[src/rtl/sd_pkg.sv]
// Shared digit encoding for the signed-digit adder.
// Assumes: one digit = two bits {pos, neg}, value pos - neg.
package sd_pkg;
    typedef logic [1:0] sd_code_t;

    localparam sd_code_t SD_ZERO = 2'b00;
    localparam sd_code_t SD_POS  = 2'b10;
    localparam sd_code_t SD_NEG  = 2'b01;

    // Map the unused code onto zero.
    function automatic sd_code_t sd_clean(input sd_code_t c);
        return (c == 2'b11) ? SD_ZERO : c;
    endfunction

    // Negate a digit by exchanging its two bits.
    function automatic sd_code_t sd_flip(input sd_code_t c);
        return {c[0], c[1]};
    endfunction
endpackage

[src/rtl/sd_operand_prep.sv]
// Cleans both operands (11 -> 0) and negates the second one when
// subtracting. Purely combinational; assumes N >= 1.
module sd_operand_prep #(
    parameter int N = 8
) (
    input  logic [2*N-1:0] a_raw,
    input  logic [2*N-1:0] b_raw,
    input  logic           sub,
    output logic [2*N-1:0] a_cond,
    output logic [2*N-1:0] b_cond
);
    import sd_pkg::*;

    for (genvar i = 0; i < N; i++) begin : g_dig
        // Per-digit clean and optional negate.
        always_comb begin
            a_cond[2*i +: 2] = sd_clean(a_raw[2*i +: 2]);
            b_cond[2*i +: 2] = sub ? sd_flip(sd_clean(b_raw[2*i +: 2]))
                                   : sd_clean(b_raw[2*i +: 2]);
        end
    end
endmodule

[src/rtl/sd_xfer_cell.sv]
// Stage one for one digit position: from the two operand digits and a
// flag telling whether neither digit one position lower is negative,
// picks an outgoing transfer and an interim digit. The choice ensures the
// interim digit and the transfer arriving from below never share a sign.
// Assumes clean inputs (no code 11).
module sd_xfer_cell (
    input  logic [1:0] a_d,
    input  logic [1:0] b_d,
    input  logic       low_nonneg,
    output logic [1:0] t_out,
    output logic [1:0] w_out
);
    import sd_pkg::*;

    logic signed [2:0] psum;

    // Position sum in the range -2..+2.
    always_comb begin
        psum = 3'(a_d[1]) + 3'(b_d[1]) - 3'(a_d[0]) - 3'(b_d[0]);
    end

    // Transfer / interim selection.
    always_comb begin
        t_out = SD_ZERO;
        w_out = SD_ZERO;
        case (psum)
            3'sd2: begin
                t_out = SD_POS;
                w_out = SD_ZERO;
            end
            -3'sd2: begin
                t_out = SD_NEG;
                w_out = SD_ZERO;
            end
            3'sd1: begin
                t_out = low_nonneg ? SD_POS : SD_ZERO;
                w_out = low_nonneg ? SD_NEG : SD_POS;
            end
            -3'sd1: begin
                t_out = low_nonneg ? SD_ZERO : SD_NEG;
                w_out = low_nonneg ? SD_NEG  : SD_POS;
            end
            default: begin
                t_out = SD_ZERO;
                w_out = SD_ZERO;
            end
        endcase
    end
endmodule

[src/rtl/sd_sum_cell.sv]
// Stage two for one digit position: adds the interim digit to the
// incoming transfer. Assumes they never share a nonzero sign, so the
// result stays a single digit with no further transfer.
module sd_sum_cell (
    input  logic [1:0] w_in,
    input  logic [1:0] t_in,
    output logic [1:0] s_out
);
    import sd_pkg::*;

    // Digit sum without transfer.
    always_comb begin
        if (w_in == SD_ZERO)      s_out = t_in;
        else if (t_in == SD_ZERO) s_out = w_in;
        else                      s_out = SD_ZERO;
    end


    always_comb begin
        interim_range_chk: assert (!((w_in == t_in) && (w_in != SD_ZERO)))
            else $error("interim digit and transfer share a sign");
    end
endmodule

[src/rtl/sd_adder_top.sv]
// Signed-digit adder/subtractor, constant delay in N. Operands are
// cleaned and conditioned, stage one chooses transfers per digit, stage
// two forms result digits, and the N+1 digit result is registered once.
// Assumes rst_n is synchronous and active low.
module sd_adder_top #(
    parameter int N = 8
) (
    input  logic               clk,
    input  logic               rst_n,
    input  logic               in_valid,
    input  logic               sub,
    input  logic [2*N-1:0]     a_dig,
    input  logic [2*N-1:0]     b_dig,
    output logic               out_valid,
    output logic [2*(N+1)-1:0] res_dig
);
    import sd_pkg::*;

    localparam int RW = 2 * (N + 1);

    logic [2*N-1:0] a_c;
    logic [2*N-1:0] b_c;
    logic [2*N-1:0] t_vec;   // t_vec[2i+:2] = transfer out of digit i
    logic [2*N-1:0] w_vec;
    logic [N-1:0]   nonneg;  // neither conditioned digit i is negative
    logic [RW-1:0]  sum_c;

    sd_operand_prep #(.N(N)) i_prep (
        .a_raw  (a_dig),
        .b_raw  (b_dig),
        .sub    (sub),
        .a_cond (a_c),
        .b_cond (b_c)
    );

    for (genvar i = 0; i < N; i++) begin : g_pos
        // Sign flag of the digit pair at this position.
        always_comb nonneg[i] = !(a_c[2*i] || b_c[2*i]);

        if (i == 0) begin : g_lsd
            sd_xfer_cell i_xfer (
                .a_d        (a_c[1:0]),
                .b_d        (b_c[1:0]),
                .low_nonneg (1'b1),
                .t_out      (t_vec[1:0]),
                .w_out      (w_vec[1:0])
            );
            sd_sum_cell i_sum (
                .w_in  (w_vec[1:0]),
                .t_in  (SD_ZERO),
                .s_out (sum_c[1:0])
            );
        end else begin : g_upper
            sd_xfer_cell i_xfer (
                .a_d        (a_c[2*i +: 2]),
                .b_d        (b_c[2*i +: 2]),
                .low_nonneg (nonneg[i-1]),
                .t_out      (t_vec[2*i +: 2]),
                .w_out      (w_vec[2*i +: 2])
            );
            sd_sum_cell i_sum (
                .w_in  (w_vec[2*i +: 2]),
                .t_in  (t_vec[2*(i-1) +: 2]),
                .s_out (sum_c[2*i +: 2])
            );
        end
    end

    // Top digit is the last transfer.
    always_comb sum_c[RW-1 -: 2] = t_vec[2*N-1 -: 2];

    // Valid pipeline stage with synchronous reset.
    always_ff @(posedge clk) begin
        if (!rst_n) out_valid <= 1'b0;
        else        out_valid <= in_valid;
    end

    // Result register, loads on valid input only.
    always_ff @(posedge clk) begin
        if (in_valid) res_dig <= sum_c;
    end

    function automatic logic has_bad_code(input logic [RW-1:0] v);
        logic bad;
        bad = 1'b0;
        for (int k = 0; k < N + 1; k++) begin
            if (v[2*k +: 2] == 2'b11) bad = 1'b1;
        end
        return bad;
    endfunction


    legal_code_chk: assert property (@(posedge clk) disable iff (!rst_n)
        out_valid |-> !has_bad_code(res_dig));


    valid_lat_chk: assert property (@(posedge clk) disable iff (!rst_n)
        in_valid |=> out_valid);


    valid_idle_chk: assert property (@(posedge clk) disable iff (!rst_n)
        !in_valid |=> !out_valid);


    reset_clear_chk: assert property (@(posedge clk)
        !rst_n |=> !out_valid);


    result_hold_chk: assert property (@(posedge clk) disable iff (!rst_n)
        !in_valid |=> $stable(res_dig));
endmodule

[config.mk]
export PLATFORM = sky130hd
export DESIGN_NAME = sd_adder_top
export DESIGN_NICKNAME = d
export VERILOG_FILES = /design/src/rtl/sd_pkg.sv /design/src/rtl/sd_operand_prep.sv /design/src/rtl/sd_xfer_cell.sv /design/src/rtl/sd_sum_cell.sv /design/src/rtl/sd_adder_top.sv
export SDC_FILE = /design/constraint.sdc
export NUM_CORES = 1
export LEC_CHECK = 0
export BUFFER_PORTS_ARGS = -buffer_cell sky130_fd_sc_hd__buf_2
export CORE_MARGIN = 1
export CORE_UTILIZATION = 55
export DETAILED_ROUTE_END_ITERATION = 10
export PLACE_DENSITY = 0.82
export REMOVE_ABC_BUFFERS = 1
export SLEW_MARGIN = 20
export SYNTH_ARGS = -nofsm -noshare
export SYNTH_HDL_FRONTEND = slang
export SYNTH_SLANG_ARGS = --single-unit
[constraint.sdc]
create_clock -name clk -period 3.5 [get_ports clk]
set_input_delay 0.35 -clock clk [delete_from_list [all_inputs] [get_ports clk]]
set_output_delay 0.35 -clock clk [all_outputs]
set_load 0.01 [all_outputs]
## Yosys cells after proc, flatten, opt, wreduce, memory -nomap -nowiden

Index checks and enable logic that the tools add are counted.

| storage, ports and cells | value |
|---|---|
| register bits | 19 |
| input port bits | 36 |
| output and inout port bits | 19 |
| word-level logic and storage cells | 181 |

| operators by class | value |
|---|---|
| $add $sub $neg | 24 |
| eq/ne operators | 48 |
| muxes and demuxes | 75 |
| reduce and logical (&&, ||, !) cells | 31 |

Operator list:

| operator | count |
|---|---|
| 2-bit 2-to-1 mux | 59 |
| 2-bit case mux with 4 select lines | 7 |
| 3-bit equality test (second input constant) | 16 |
| 3-bit by 1-bit subtractor with 3-bit output | 16 |
| 2-bit equality test (second input constant) | 16 |
| 2-bit logical NOT | 15 |
| 3-bit by 1-bit equality test with 1-bit output (second input constant) | 8 |
| 3-bit by 2-bit equality test with 1-bit output (second input constant) | 8 |
| 2-bit OR reduction | 9 |
| 1-bit by 1-bit adder with 2-bit output | 8 |
| 1-bit 2-to-1 mux | 8 |
| 1-bit logical OR | 7 |
| 2-bit case mux with 2 select lines | 1 |

## Longest topological paths before layout

Gate-level depths: netlist of run 1.

| logic depth | value |
|---|---|
| depth in word-level cells | 12 |
| gate-level depth with buffers | 11 |
| depth with buffers taken out | 10 |

## Hierarchy

From an unflattened synthesis of run 1, not the netlist that was laid out.

| unflattened totals | value |
|---|---|
| cells, all modules | 231 |
| area, all modules | 2,113.3 um^2 |

Modules (own cells, without submodules):

| module | times used | cells an instance | area each (um^2) | seq. area each (um^2) |
|---|---|---|---|---|
| sd_xfer_cell | 8 | 15 | 115.1 | 0.0 |
| sd_adder_top | 1 | 29 | 600.6 | 560.5 |
| sd_operand_prep | 1 | 50 | 391.6 | 0.0 |
| sd_sum_cell | 8 | 4 | 25.0 | 0.0 |

## Least setup slack after synthesis of run 1

Ideal clock, no wire load.

| timing path | value |
|---|---|
| path type | input to register |
| start point | input sub |
| end point | register res_dig[3] (data pin) |
| library setup time | 0.272 ns |
| data arrival time | 2.459 ns |
| required time | 3.228 ns |
| setup slack | 0.769 ns |
| cell stages on the path | 9 |
| path buffers | 1 |
| cell sequence | buf_2 -> mux2i_1 -> ha_1 -> inv_1 -> fa_1 -> ha_1 -> xnor2_1 -> nor2_2 -> mux4_2 |

| between the ends | value |
|---|---|
| cells in the longest elaborated chain, start to end | 10 |
| elaborated cells on any way between the ends | 23 |
| those cells by class | add/sub: 6; eq/ne: 5; mux: 7; reduce/logical: 5 |

RTL lines:

| item | RTL line | source |
|---|---|---|
| start: declaration | sd_adder_top.sv:11 | `input logic sub,` |
| 2-bit 2-to-1 mux | sd_operand_prep.sv:18 | `b_cond[2*i +: 2] = sub ? sd_flip(sd_clean(b_raw[2*i +: 2]))` |
| 1-bit by 1-bit adder with 2-bit output | sd_xfer_cell.sv:19 | `psum = 3'(a_d[1]) + 3'(b_d[1]) - 3'(a_d[0]) - 3'(b_d[0]);` |
| 3-bit by 1-bit subtractor with 3-bit output (2 in a row) | sd_xfer_cell.sv:19 |  |
| 3-bit by 2-bit equality test with 1-bit output or 3-bit by 1-bit equality test with 1-bit output (tied branches) | sd_xfer_cell.sv:26 | `case (psum)` |
| 2-bit OR reduction (no source line) | - |  |
| 2-bit case mux with 2 select lines | sd_xfer_cell.sv:26 |  |
| 2-bit logical NOT | sd_sum_cell.sv:14 | `else if (t_in == SD_ZERO) s_out = w_in;` |
| 2-bit 2-to-1 mux | sd_sum_cell.sv:14 |  |
| 2-bit 2-to-1 mux * | sd_sum_cell.sv:13 | `if (w_in == SD_ZERO) s_out = t_in;` |
| named net g_pos[1].g_upper.i_sum.s_out[1] | sd_sum_cell.sv:7 | `output logic [1:0] s_out` |
| end signal: assignment | sd_adder_top.sv:80 | `if (in_valid) res_dig <= sum_c;` |
| end: declaration | sd_adder_top.sv:15 | `output logic [2*(N+1)-1:0] res_dig` |

Mark *: on every way through the listed nets, which the timed path passes. The rest lies on a longest branch.
A chain may end at the register's enable or synchronous reset.

## Worst setup path in the final report of run 1

| timing path | value |
|---|---|
| start point | input sub |
| end point | register res_dig[7] (data pin) |

| between the ends | value |
|---|---|
| cells in the longest elaborated chain, start to end | 9 |
| elaborated cells on any way between the ends | 27 |
| those cells by class | add/sub: 6; eq/ne: 6; mux: 10; reduce/logical: 5 |

RTL lines:

| item | RTL line |
|---|---|
| 2-bit 2-to-1 mux | sd_operand_prep.sv:18 |
| 1-bit by 1-bit adder with 2-bit output | sd_xfer_cell.sv:19 |
| 3-bit by 1-bit subtractor with 3-bit output (2 in a row) | sd_xfer_cell.sv:19 |
| 3-bit equality test, or another cell as far along | sd_xfer_cell.sv:26 |
| 2-bit case mux with 4 select lines or 2-bit OR reduction (tied branches) | - |
| 2-bit logical NOT or 2-bit 2-to-1 mux (tied branches) | - |
| 2-bit 2-to-1 mux or 2-bit logical NOT (tied branches) | sd_sum_cell.sv:14, sd_sum_cell.sv:13 |
| 2-bit 2-to-1 mux * | sd_sum_cell.sv:13 |
| named net g_pos[3].g_upper.i_sum.s_out[1] | sd_sum_cell.sv:7 |

Marks and branches as above.

==> results.txt, run 1 <==
- Congestion Overflow GR: 0
- Counting every sink on the clock net gives 18.
- Count of H-tree levels built during CTS: 1
- The final route contains 1,914 vias.
- Detailed placement finished with a half-perimeter wire length of 3.522 mm.
* Critical path's largest stage delay: 0.42 ns
* Mean post-synth cell area: 9.101 µm²
- The number of antenna diodes in the final layout is 0.
- Type of element capturing the critical path: register
* CP max-delay cell: sky130_fd_sc_hd__buf_2
- Max-slew violations: 0
- DRC violation total after the first TritonRoute iteration: 80
- Worst hold start: rst_n
- The share of total power dissipated in the clock network is 0.178.
* Static power due to leakage: 1.213 nW
- The critical path starts at sub.
- Of the cells placed in the final design, the portion with a size suffix greater than 1 is 0.2204.
- Switching share of power: 0.3611
* Max Cap Viol: 0
- Number of iterations in the first detailed-routing pass: 7
* Type of the worst setup path: in2reg
* Most frequent standard cell in the layout excluding fill and tap cells: sky130_fd_sc_hd__buf_2
- 55 I/O pins were placed.
* Residual antenna-violating net count after detailed routing: 0
- For this run, asynchronously set or reset flops after synthesis account for 0.
- Run status: complete, but fails checks
- In this run, synthesis produced a sequential element count of 18.
- Final min period: 2.859 ns
- CTS Hold Buffers Added: 0
* Std-Cell Core Area: 4000 µm²
- Entering global routing, the biggest net connects 23 pins.
- Setup violations remaining at the end of the flow were counted as 0.
* Areal power density over the cells: 360.6 nW/µm²
- Portion of the post-synthesis area used by sequential elements: 0.2313
- TritonCTS created 3 clock buffers.
- After detailed routing, the average wire length per cell comes to 12.28 µm.
* Initial antenna violation count: 0
* Die X-Extent: 66.58 µm
- Measured along the y axis, the die boundary spans 66.58 µm.
- Final #Nets: 372
- Required time at the worst-slack endpoint: 3.50 ns
- In the global route stage, overall resource usage came out at 0.2148.
- Post-Syn Instances: 252
- Post-route DRC violation count: 3
* Setup repair after global routing missed its margin: no
- Power share of the combinational group: 0.512
* TritonCTS clock tree: built
- Timing would allow up to 349.8 MHz.
* Crit path max fanout: 22
* Most common cell on crit path: sky130_fd_sc_hd__ha_1
- Die ar.: 4432 µm²
* Root buf cell: sky130_fd_sc_hd__clkbuf_8
- Wire length of the first global-routing pass: 7.376 mm
- Maximum vdd ir drop: 157.3 µV
- In the layout the commonest cells are sky130_fd_sc_hd__buf_2, sky130_fd_sc_hd__inv_1, sky130_fd_sc_hd__nand2b_1.
* Power Internal: 0.6100 mW
- Power share of the sequential group: 0.310
- The checks that failed: design-rule violations.
* Weighted congestion reported at the end of routability-driven placement: 0.8018
- STA puts the critical path data arrival time at 2.86 ns.
* Clock-pin slew on the worst setup and hold paths: 0.07 ns
- Max Root-Sink Buffers: 2
- The number of global-route vias before repair is 1,780.
* Primary flip-flop cell chosen by synthesis mapping: sky130_fd_sc_hd__edfxtp_1
* Number of enable-type register cells in the synthesized netlist: 17
* Share of the cycle needed by the critical path after routing: 0.8169
- Yosys mapped the design onto 51 distinct sky130hd cell types.
- Cell Chain, Critical Path: buf_2 > mux2i_1 > ha_1 > inv_1 > fa_1 > ha_1 > nand2b_4 > a21oi_1 > nor3_1 > or3_1
* Synth Cell Area: 2293 µm²
- Routed wire length: 4.346 mm
* Worst Setup Slack post-DPL: 0.3603 ns
* Worst hold-check path type: in2reg
- Area growth from synthesis to final layout: 15.44%
* Number of cells upsized or downsized after cts: 0
- Number of rows in the core area: 23
- Count of final hold-check violations: 0
* Minimum setup slack in the final design: 0.6410 ns
- Slew at the pin closest to its max-slew limit: 0.5131 ns
- In this run the post-CTS setup repair buffer count came out at 0.
* TNS Setup: 0 ns
* Max_slew headroom: 0.6580
- Util after Layout: 0.6619
- Startpoint class of the critical path: input port
- Net load switching power: 0.3447 mW
* Vias per std cell: 5.407
- Number of input and output port buffers inserted: 53
- During synthesis, Yosys emitted a total of 0 warnings.
- Worst hold slack after final layout: 0.3010 ns
* Initial core utilization: 0.5734
[critical path: cells and delay by family]
kind / cells / cell delay, ns
AOI/OAI and AO/OA: 1 / 0.25
adders and majority gates: 3 / 1.02
buffers and inverters: 2 / 0.47
muxes: 1 / 0.16
and+or+nand+nor: 3 / 0.60
[registers in the layout, indices dropped and copies added, names as in the netlist]
| signal | flops |
|---|---|
| out_valid | 1 |
| res_dig | 17 |
[metrics by stage]
stage	instance area, µm²	power, mW	std cells
finish	2648	0.9547	354
global route	2648	1.025	354
CTS	2648	0.9599	354
detailed placement	2592	0.7863	350
global placement	2592	0.7651	350
floorplan	2265	0.6579	247
[synth_stat cells, types with 2 or more instances]
cell                       count  area share
sky130_fd_sc_hd__mux2i_1      15       0.065
sky130_fd_sc_hd__nand2b_1     28       0.076
sky130_fd_sc_hd__mux2_1        2      0.0098
sky130_fd_sc_hd__fa_1          8       0.070
sky130_fd_sc_hd__xnor2_1       3       0.011
sky130_fd_sc_hd__buf_2         2      0.0044
sky130_fd_sc_hd__inv_1        35       0.057
sky130_fd_sc_hd__nand3_1       2      0.0044
sky130_fd_sc_hd__buf_4         2      0.0065
sky130_fd_sc_hd__nand2_1      15       0.025
sky130_fd_sc_hd__nor4b_1       3       0.011
sky130_fd_sc_hd__nand3b_1     10       0.033
sky130_fd_sc_hd__o21ai_0       4      0.0087
sky130_fd_sc_hd__o32ai_1       2      0.0076
sky130_fd_sc_hd__or3_1         3      0.0082
sky130_fd_sc_hd__nand2b_4      4       0.024
sky130_fd_sc_hd__a32oi_1       2      0.0076
sky130_fd_sc_hd__ha_1         23        0.13
sky130_fd_sc_hd__nor2b_1      20       0.055
sky130_fd_sc_hd__a21oi_1       3      0.0065
sky130_fd_sc_hd__and2_1        2      0.0055
sky130_fd_sc_hd__o21ai_1       5       0.011
sky130_fd_sc_hd__o21a_1        3      0.0098
sky130_fd_sc_hd__nor2_1        9       0.015
sky130_fd_sc_hd__o22ai_1       4       0.011
sky130_fd_sc_hd__edfxtp_1     17        0.22
sky130_fd_sc_hd__a22oi_1       2      0.0065
[power by group through the flow]
stage	clock [mW]	sequential, mW	combinational, mW
6_report	0.170	0.296	0.489
5_1_grt	0.178	0.300	0.547
4_1_cts	0.175	0.297	0.488
3_5_place_dp	0	0.301	0.485
3_3_place_gp	0	0.300	0.465
2_1_floorplan	0	0.322	0.336
[area by class of cell]
| cell class | count | area (µm²) |
|---|---|---|
| Inverter | 35 | 131.4 |
| Tap cell | 50 | 62.56 |
| Clock buffer | 4 | 55.05 |
| Timing Repair Buffer | 53 | 265.3 |
| Sequential cell | 18 | 530.5 |
| Multi-Input combinational cell | 194 | 1603 |
| Fill cell | 336 | 1353 |
[per-layer routing]
metal	up-vias	GRT usage	part of all wire
li1	974	-	-
met1	885	0.2315	0.39
met2	47	0.4381	0.57
met3	8	0.01199	0.022
met4	0	0.05851	0.017
met5	-	0	0
[final timing paths]
check          to  slack (ns)  cells past startpoint
min     out_valid        0.30                      2
max    res_dig[7]        0.64                     10
[cells by family (layout without fill, tap and decap cells)]
kind of cell,Yosys count,in the layout,share of synthesized area
other,1,1,0.001635
adder cells (fa/ha/maj),31,31,0.1953
AO/OA/AOI/OAI,36,36,0.1162
AND/OR/NAND/NOR,103,103,0.2804
XOR/XNOR,4,4,0.01528
flip-flops,18,18,0.2313
multiplexers,19,19,0.09001
buffers and inverters,40,92,0.06983
Power figures use the tool's default switching activity.
==> run 2: changes to the inputs <==
- ABC_AREA: not set -> 1
- CORE_UTILIZATION: 55 -> 54
- PLACE_DENSITY: 0.82 -> 0.81
- clock period: 3.5 -> 2.9 ns (I/O delays scaled with it)
==> results.txt, run 2 <==
* Area growth from synthesis to final layout: 17.43%
- The total detailed-routing wirelength came to 3.914 mm (-9.9%).
- Most frequent standard cell in the layout excluding fill and tap cells: sky130_fd_sc_hd__nand2_1
- Weighted congestion reported at the end of routability-driven placement: 0.8236 (+2.7%)
- Std-Cell Core Area: 3689 µm² (-7.8%)
- The width of the die was 64.30 µm (-3.4%).
* Mean post-synth cell area: 6.611 µm² (-27%)
- The register clock-pin slew on the reported worst setup and hold paths is 0.08 ns (about the same).
- Wire length of the first global-routing pass: 6.920 mm (-6.2%)
- Fraction of layout cells with a size suffix above 1: 0.1590 (-0.06137)
- The setup TNS after final layout came to 0 ns (unchanged).
- The global-route usage over all layers came to 0.2083 (-0.006500).
- Startpoint class of the critical path: input port
- Post-Syn Instances: 317 (+26%)
- The final count of negative-setup-slack endpoints was 0 (unchanged).
* Worst hold-check path type: in2reg
- DRC violation total after the first TritonRoute iteration: 70 (-13%)
* Maximum clock rate: 417.0 MHz
- The sequential area share after synthesis is 0.2531 (+0.02182).
- The final core utilization is 0.6672 (+0.005361).
- Max Root-Sink Buffers: 2 (unchanged)
- Post-CTS setup repair buffer count: 0 (unchanged)
- Initial core utilization: 0.5682 (-0.005168)
- Final #Nets: 439 (+18%)
- Max FFs per register: 17 (unchanged)
- Routed WL per cell: 9.341 µm (-24%)
- Synth warn: 0 (unchanged)
- Vias in the first global route: 1,884 (+5.8%)
- Cell Chain, Critical Path: buf_2 > inv_1 > buf_4 > nand2_1 > o21ai_0 > ha_1 > inv_1 > fa_1 > ha_1 > nor2_1 > nor2_1 > nand2_1 > nand2_1 > o21ai_0
* Largest cells by area after synthesis: sky130_fd_sc_hd__edfxtp_1, sky130_fd_sc_hd__nand2_1, sky130_fd_sc_hd__inv_1
- Number of storage elements in the synthesis netlist: 18 (unchanged)
* Crit path max fanout: 22 (unchanged)
- Count of H-tree levels built during CTS: 1 (unchanged)
* Critical path's largest stage delay: 0.37 ns (-0.05 ns)
- Cell with the most instances after synthesis: sky130_fd_sc_hd__nand2_1
* Setup repair after global routing missed its margin: no
* Overall die height: 64.30 µm (-3.4%)
- Run status: finished clean
- The final-layout fill cell count was 366 (+8.9%).
* Number of enable-type register cells in the synthesized netlist: 17 (unchanged)
- Max-slew violations: 0 (unchanged)
- TritonCTS built the clock tree.
* Critical Path Sink: res_dig[7]
- Root buf cell: sky130_fd_sc_hd__clkbuf_8
- I/O Pins: 55 (unchanged)
* Initial antenna violation count: 0 (unchanged)
* Number of rows in the core area: 22 (-4.3%)
- The biggest area contributor in the post-synthesis netlist is sky130_fd_sc_hd__edfxtp_1.
* Final min period: 2.398 ns
* Number of input and output port buffers inserted: 53 (unchanged)
- The count of unique library cells instantiated by Yosys was 19 (-63%).
- The leakage power figure is 1.427 nW (+18%).
* Antenna fix cells: 0 (unchanged)
* FFs w/ async S/R, synth: 0 (unchanged)
- The maximum number of pins on one net before global-route repair was 23 (unchanged).
- Clock tree sinks: 18 (unchanged)
* CTS Hold Buffers Added: 0 (unchanged)
- Synth Cell Area: 2096 µm² (-8.6%)
- Required time at the worst-slack endpoint: 2.91 ns (-0.59 ns)
* Die ar.: 4134 µm² (-6.7%)
* Most common cell on crit path: sky130_fd_sc_hd__nand2_1
- Congestion Overflow GR: 0 (unchanged)
- The detailed-route vias per instance came to 4.842 (-10%).
- The arrival time at the worst endpoint was 2.40 ns (-0.46 ns).
* Count of final hold-check violations: 0 (unchanged)
- HPWL after detailed placement: 3.394 mm (-3.6%)
- For this design, the slowest cell found on the critical path is sky130_fd_sc_hd__fa_1.
- The post-CTS resize count was 0 (unchanged).
- The post-detailed-route count of antenna-violating nets was 0 (unchanged).
- Share of the cycle needed by the critical path after routing: 0.8268
* Critical path origin: sub
- The top cell types in the final layout, fill and taps aside, are sky130_fd_sc_hd__nand2_1, sky130_fd_sc_hd__inv_1, sky130_fd_sc_hd__buf_2.
* Primary flip-flop cell chosen by synthesis mapping: sky130_fd_sc_hd__edfxtp_1
- Type of element capturing the critical path: register
- The largest registers in the layout are res_dig (17), out_valid (1).
* Post-route DRC violation count: 0 (-3)
* Areal power density over the cells: 427.0 nW/µm² (+18%)
- Max Cap Viol: 0 (unchanged)
* Share of the synthesized area in the top cell type: 0.2436 (+0.02100)
- Register containing the most flip-flops in the final layout: res_dig
- Via total after detailed routing: 2,029 (+6.0%)
- Worst Setup Slack post-DPL: 0.2328 ns (-0.1275 ns)
- Type of the worst setup path: in2reg
* Minimum setup slack in the final design: 0.5022 ns (-0.1388 ns)
- Maximum vdd ir drop: 170.8 µV (+8.6%)
- The TritonCTS buffer count was 3 (unchanged).
* Leading post-synthesis cells by instance count: sky130_fd_sc_hd__nand2_1, sky130_fd_sc_hd__inv_1, sky130_fd_sc_hd__nor2_1
- Number of iterations in the first detailed-routing pass: 4 (-3)
==> run 2: changes by cell type in the layout (fill, tap and decap cells not counted), moves of 5 or more <==
cell and delta:
sky130_fd_sc_hd__nand3_1 +24, sky130_fd_sc_hd__nand3b_1 -8, sky130_fd_sc_hd__nand2_1 +69, sky130_fd_sc_hd__nor2_1 +23
sky130_fd_sc_hd__inv_1 +44, sky130_fd_sc_hd__nand4_1 +5, sky130_fd_sc_hd__nor2b_1 -20, sky130_fd_sc_hd__o21ai_0 +25
sky130_fd_sc_hd__nand2b_1 -28, sky130_fd_sc_hd__mux2i_1 -15
==> run 2: critical path, delay by kind of cell <==
kind | cells | cell delay, ns
buf+inv | 4 | 0.47
simple gates | 5 | 0.43
compound gates | 2 | 0.19
fa+ha+maj | 3 | 1.03
==> run 2: layout make-up <==
| type | instances | area, µm² | area share |
|---|---|---|---|
| Clock buffer | 4 | 55.05 | 0.02237 |
| Tap cell | 48 | 60.06 | 0.02440 |
| Inverter | 79 | 296.5 | 0.1205 |
| Timing Repair Buffer | 54 | 272.8 | 0.1108 |
| Sequential cell | 18 | 530.5 | 0.2156 |
| Multi-Input combinational cell | 216 | 1246 | 0.5064 |
==> run 2: logic make-up (layout without fill, tap and decap cells) <==
kind of cell | Yosys count | count (layout) | share of synthesized area
other cells | 1 | 1 | 0.001789
xor+xnor | 1 | 1 | 0.004180
buf+inv | 83 | 137 | 0.1522
fa+ha+maj | 31 | 31 | 0.2137
compound gates | 33 | 33 | 0.08000
flops | 18 | 18 | 0.2531
simple gates | 150 | 150 | 0.2949
==> run 2: worst min-delay path by stage <==
stage / start / to / depth (start not counted)
floorplan: in_valid / out_valid / 2
global placement: rst_n / out_valid / 3
detailed placement: rst_n / out_valid / 3
CTS: rst_n / out_valid / 3
global route: rst_n / out_valid / 3
finish: rst_n / out_valid / 3
==> run 2: metrics by stage <==
stage / power [mW] / hold slack (ns) / instances / cell area (µm²)
5_1_grt: 1.143 / 0.2173 / 419 / 2461
6_report: 1.051 / 0.2159 / 419 / 2461
3_5_place_dp: 0.8464 / 0.4742 / 415 / 2406
3_3_place_gp: 0.8234 / 0.4780 / 415 / 2406
4_1_cts: 1.053 / 0.2140 / 419 / 2461
2_1_floorplan: 0.7073 / 0.3835 / 313 / 2073
==> run 2: power by group <==
group / leakage, nW / total (mW) / internal (mW) / switching [mW]
logic: 1.23 / 0.487 / 0.185 / 0.302
clock network: 0.0288 / 0.211 / 0.121 / 0.0903
registers: 0.172 / 0.353 / 0.345 / 0.00828
total: 1.43 / 1.05 / 0.651 / 0.400
==> run 2: routing by layer <==
layer  vias to the layer above  GRT usage  routed length [µm]
met5                         -          0                   0
met4                         0    0.06389                  56
met3                         6    0.01786                 149
met2                        53     0.4250                2083
met1                       884     0.2183                1624
li1                       1086          -                   -
==> run 3: changes to the inputs <==
- ABC_AREA: 1 -> 0
- CORE_UTILIZATION: 54 -> 55
- PLACE_DENSITY: 0.81 -> 0.82
- clock period: 2.9 -> 2.3 ns (I/O delays scaled with it)
==> results.txt, run 3 (synthesized netlist as in run 1, its figures left out) <==
- The worst setup path is launched from an input port.
- Largest regs: res_dig (17), out_valid (1)
- In this run the most critical hold path is launched from rst_n.
* Weighted congestion reported at the end of routability-driven placement: 0.8678 (+5.4%)
- Run status: complete, but fails checks
* CTS Buf Count: 3 (unchanged)
- Std-Cell Core Area: 4000 µm² (+8.4%)
- The number of buffers inserted for hold repair after clock tree synthesis came to 0 (unchanged).
- Worst hold-check path type: in2reg
- The final core utilization was 0.7936 (+0.1263).
- The largest fanout of any net on the critical path was 6 (-73%).
- The maximum buffer depth of the clock tree was 2 (unchanged).
- Total GRT Usage: 0.2294 (+0.02108)
- Clock tree sinks: 18 (unchanged)
- The leakage power figure was 1.464 nW (+2.6%).
- TNS Setup: 0 ns (unchanged)
* Areal power density over the cells: 537.7 nW/µm² (+26%)
- HPWL after detailed placement: 3.847 mm (+13%)
* Required time at the worst-slack endpoint: 2.31 ns (-0.60 ns)
- The total detailed-routing wirelength is 5.489 mm (+40%).
* Clock share of power: 0.161 (-0.040)
* Type of element capturing the critical path: register
- Vias in the first global route: 1,925 (+2.2%)
- Leading cell types in the layout, fill and taps excluded: sky130_fd_sc_hd__buf_2, sky130_fd_sc_hd__buf_4, sky130_fd_sc_hd__inv_1
* Congestion Overflow GR: 0 (unchanged)
- The average detailed-routed wire length per instance is 13.72 µm (+47%).
* Power share of the combinational group: 0.576 (+0.113)
* Number of rows in the core area: 23 (+4.5%)
* Number of instances on the worst hold path: 2 (-1)
* TritonCTS clock tree: built
* Final instance count without filler cells: 400 (-4.5%)
* Initial core utilization: 0.5734 (+0.005168)
- Final #Nets: 418 (-4.8%)
* Most frequent standard cell in the layout excluding fill and tap cells: sky130_fd_sc_hd__buf_2
- Largest net degree at the start of global routing: 19 (-17%)
* Power Internal: 1.099 mW (+69%)
- From synthesis to final layout, the design area changed by 38.41%.
- Max Cap Viol: 0 (unchanged)
- The total count of max-transition violations in the final report was 0 (unchanged).
- Antenna fix cells: 0 (unchanged)
- The flip-flop count of the largest register, all copies and words added is 17 (unchanged).
- The ratio of cells with drive above 1 in the final layout is 0.3886 (+0.2295).
* Clock-pin slew on the worst setup and hold paths: 0.07 ns (about the same)
* Power consumption: 1.707 mW (+62%)
- Number of iterations in the first detailed-routing pass: 8 (+4)
- Maximum clock rate: 447.8 MHz
- Root buf cell: sky130_fd_sc_hd__clkbuf_8
* Register containing the most flip-flops in the final layout: res_dig
- Crit path DAT: 2.24 ns (-0.16 ns)
- The DRC violation total after the first TritonRoute iteration was 123 (+76%).
- Worst min-delay path endpoint: out_valid
- Wire length of the first global-routing pass: 7.900 mm (+14%)
- The detailed-route DRC error count was 1 (+1).
* Final setup vio count: 0 (unchanged)
- After layout, the minimum clock period comes to 2.233 ns.
- Setup repair after global routing missed its margin: yes
- Net load switching power: 0.6078 mW (+52%)
- The setup path with the least slack is of type in2reg.
- Number of input and output port buffers inserted: 53 (unchanged)
- Switching share of power: 0.3561 (-0.02473)
- Worst hold slack after final layout: 0.1758 ns (-0.04009 ns)
- Overall die height: 66.58 µm (+3.5%)
- Share of the cycle needed by the critical path after routing: 0.9709
- Number of instances in the placed design: 393 (-5.3%)
- The deepest level of the CTS H-tree came to 1 (unchanged).
- The number of antenna violations at the first check in global routing came to 0 (unchanged).
- The final reports fail on design-rule violations.
* Maximum vdd ir drop: 239.2 µV (+40%)
- Die ar.: 4432 µm² (+7.2%)
* Die X-Extent: 66.58 µm (+3.5%)
- The sequential fraction of design power is 0.263 (-0.073).
* Via total after detailed routing: 2,127 (+4.8%)
* Count of final hold-check violations: 0 (unchanged)
* Residual antenna-violating net count after detailed routing: 0 (unchanged)
- The detailed-route vias per instance came to 5.318 (+9.8%).
- I/O Pins: 55 (unchanged)
run 3: power by group through the flow:
stage | Combinational, mW | Clock (mW) | Sequential (mW)
3_5_place_dp | 0.869 | 0 | 0.456
4_1_cts | 0.908 | 0.271 | 0.449
2_1_floorplan | 0.511 | 0 | 0.490
3_3_place_gp | 0.835 | 0 | 0.454
6_report | 0.983 | 0.275 | 0.448
5_1_grt | 1.08 | 0.280 | 0.455
run 3: what timing repair did:
| item | in CTS | in global routing |
|---|---|---|
| buffers inserted | 0 | 2 |
| setup endpoints to repair | 13 | 9 |
| cloned | 0 | 1 |
| pin swaps | 1 | 10 |
| resized for setup | 11 | 19 |
| hold endpoints to repair | 0 | 0 |
run 3: area by class of cell:
cell class / instances / area (µm²)
Timing Repair Buffer: 99 / 650.6
Inverter: 35 / 131.4
Fill cell: 268 / 825.8
Tap cell: 50 / 62.56
Multi-Input combinational cell: 194 / 1744
Sequential cell: 18 / 530.5
Clock buffer: 4 / 55.05
run 3: worst max path at each step:
stage,from,to,slack (ns),depth (start not counted)
3_3_place_gp,sub,res_dig[7],-0.42,10
6_report,sub,res_dig[14],0.07,11
3_5_place_dp,sub,res_dig[7],-0.50,10
4_1_cts,sub,res_dig[3],0.003,9
5_1_grt,b_dig[13],res_dig[13],-0.06,11
2_1_floorplan,b_dig[3],res_dig[3],-0.14,9
run 3: per-stage QoR:
step,area [µm²],worst slack (ns)
after global placement,2915,-0.4226
after floorplan,2265,-0.1382
after global routing,3174,-0.05955
after detailed placement,2915,-0.5040
final,3174,0.06684
after CTS,3047,0.003400
run 3: metal layers:
layer	global-route usage	vias to the layer above	share of wire
met2	0.4520	64	0.56
li1	-	1066	-
met3	0.01884	10	0.042
met4	0.06117	0	0.012
met5	0	-	0
met1	0.2571	987	0.39
run 3: worst max-delay path, cell delays in order:
cell	delay [ns]
sky130_fd_sc_hd__clkbuf_16	0.14
sky130_fd_sc_hd__buf_4	0.15
sky130_fd_sc_hd__mux2i_1	0.15
sky130_fd_sc_hd__ha_1	0.31
sky130_fd_sc_hd__inv_1	0.05
sky130_fd_sc_hd__fa_1	0.38
sky130_fd_sc_hd__ha_1	0.33
sky130_fd_sc_hd__xor2_1	0.19
sky130_fd_sc_hd__and2_1	0.18
sky130_fd_sc_hd__nand2_1	0.06
sky130_fd_sc_hd__o22ai_1	0.06
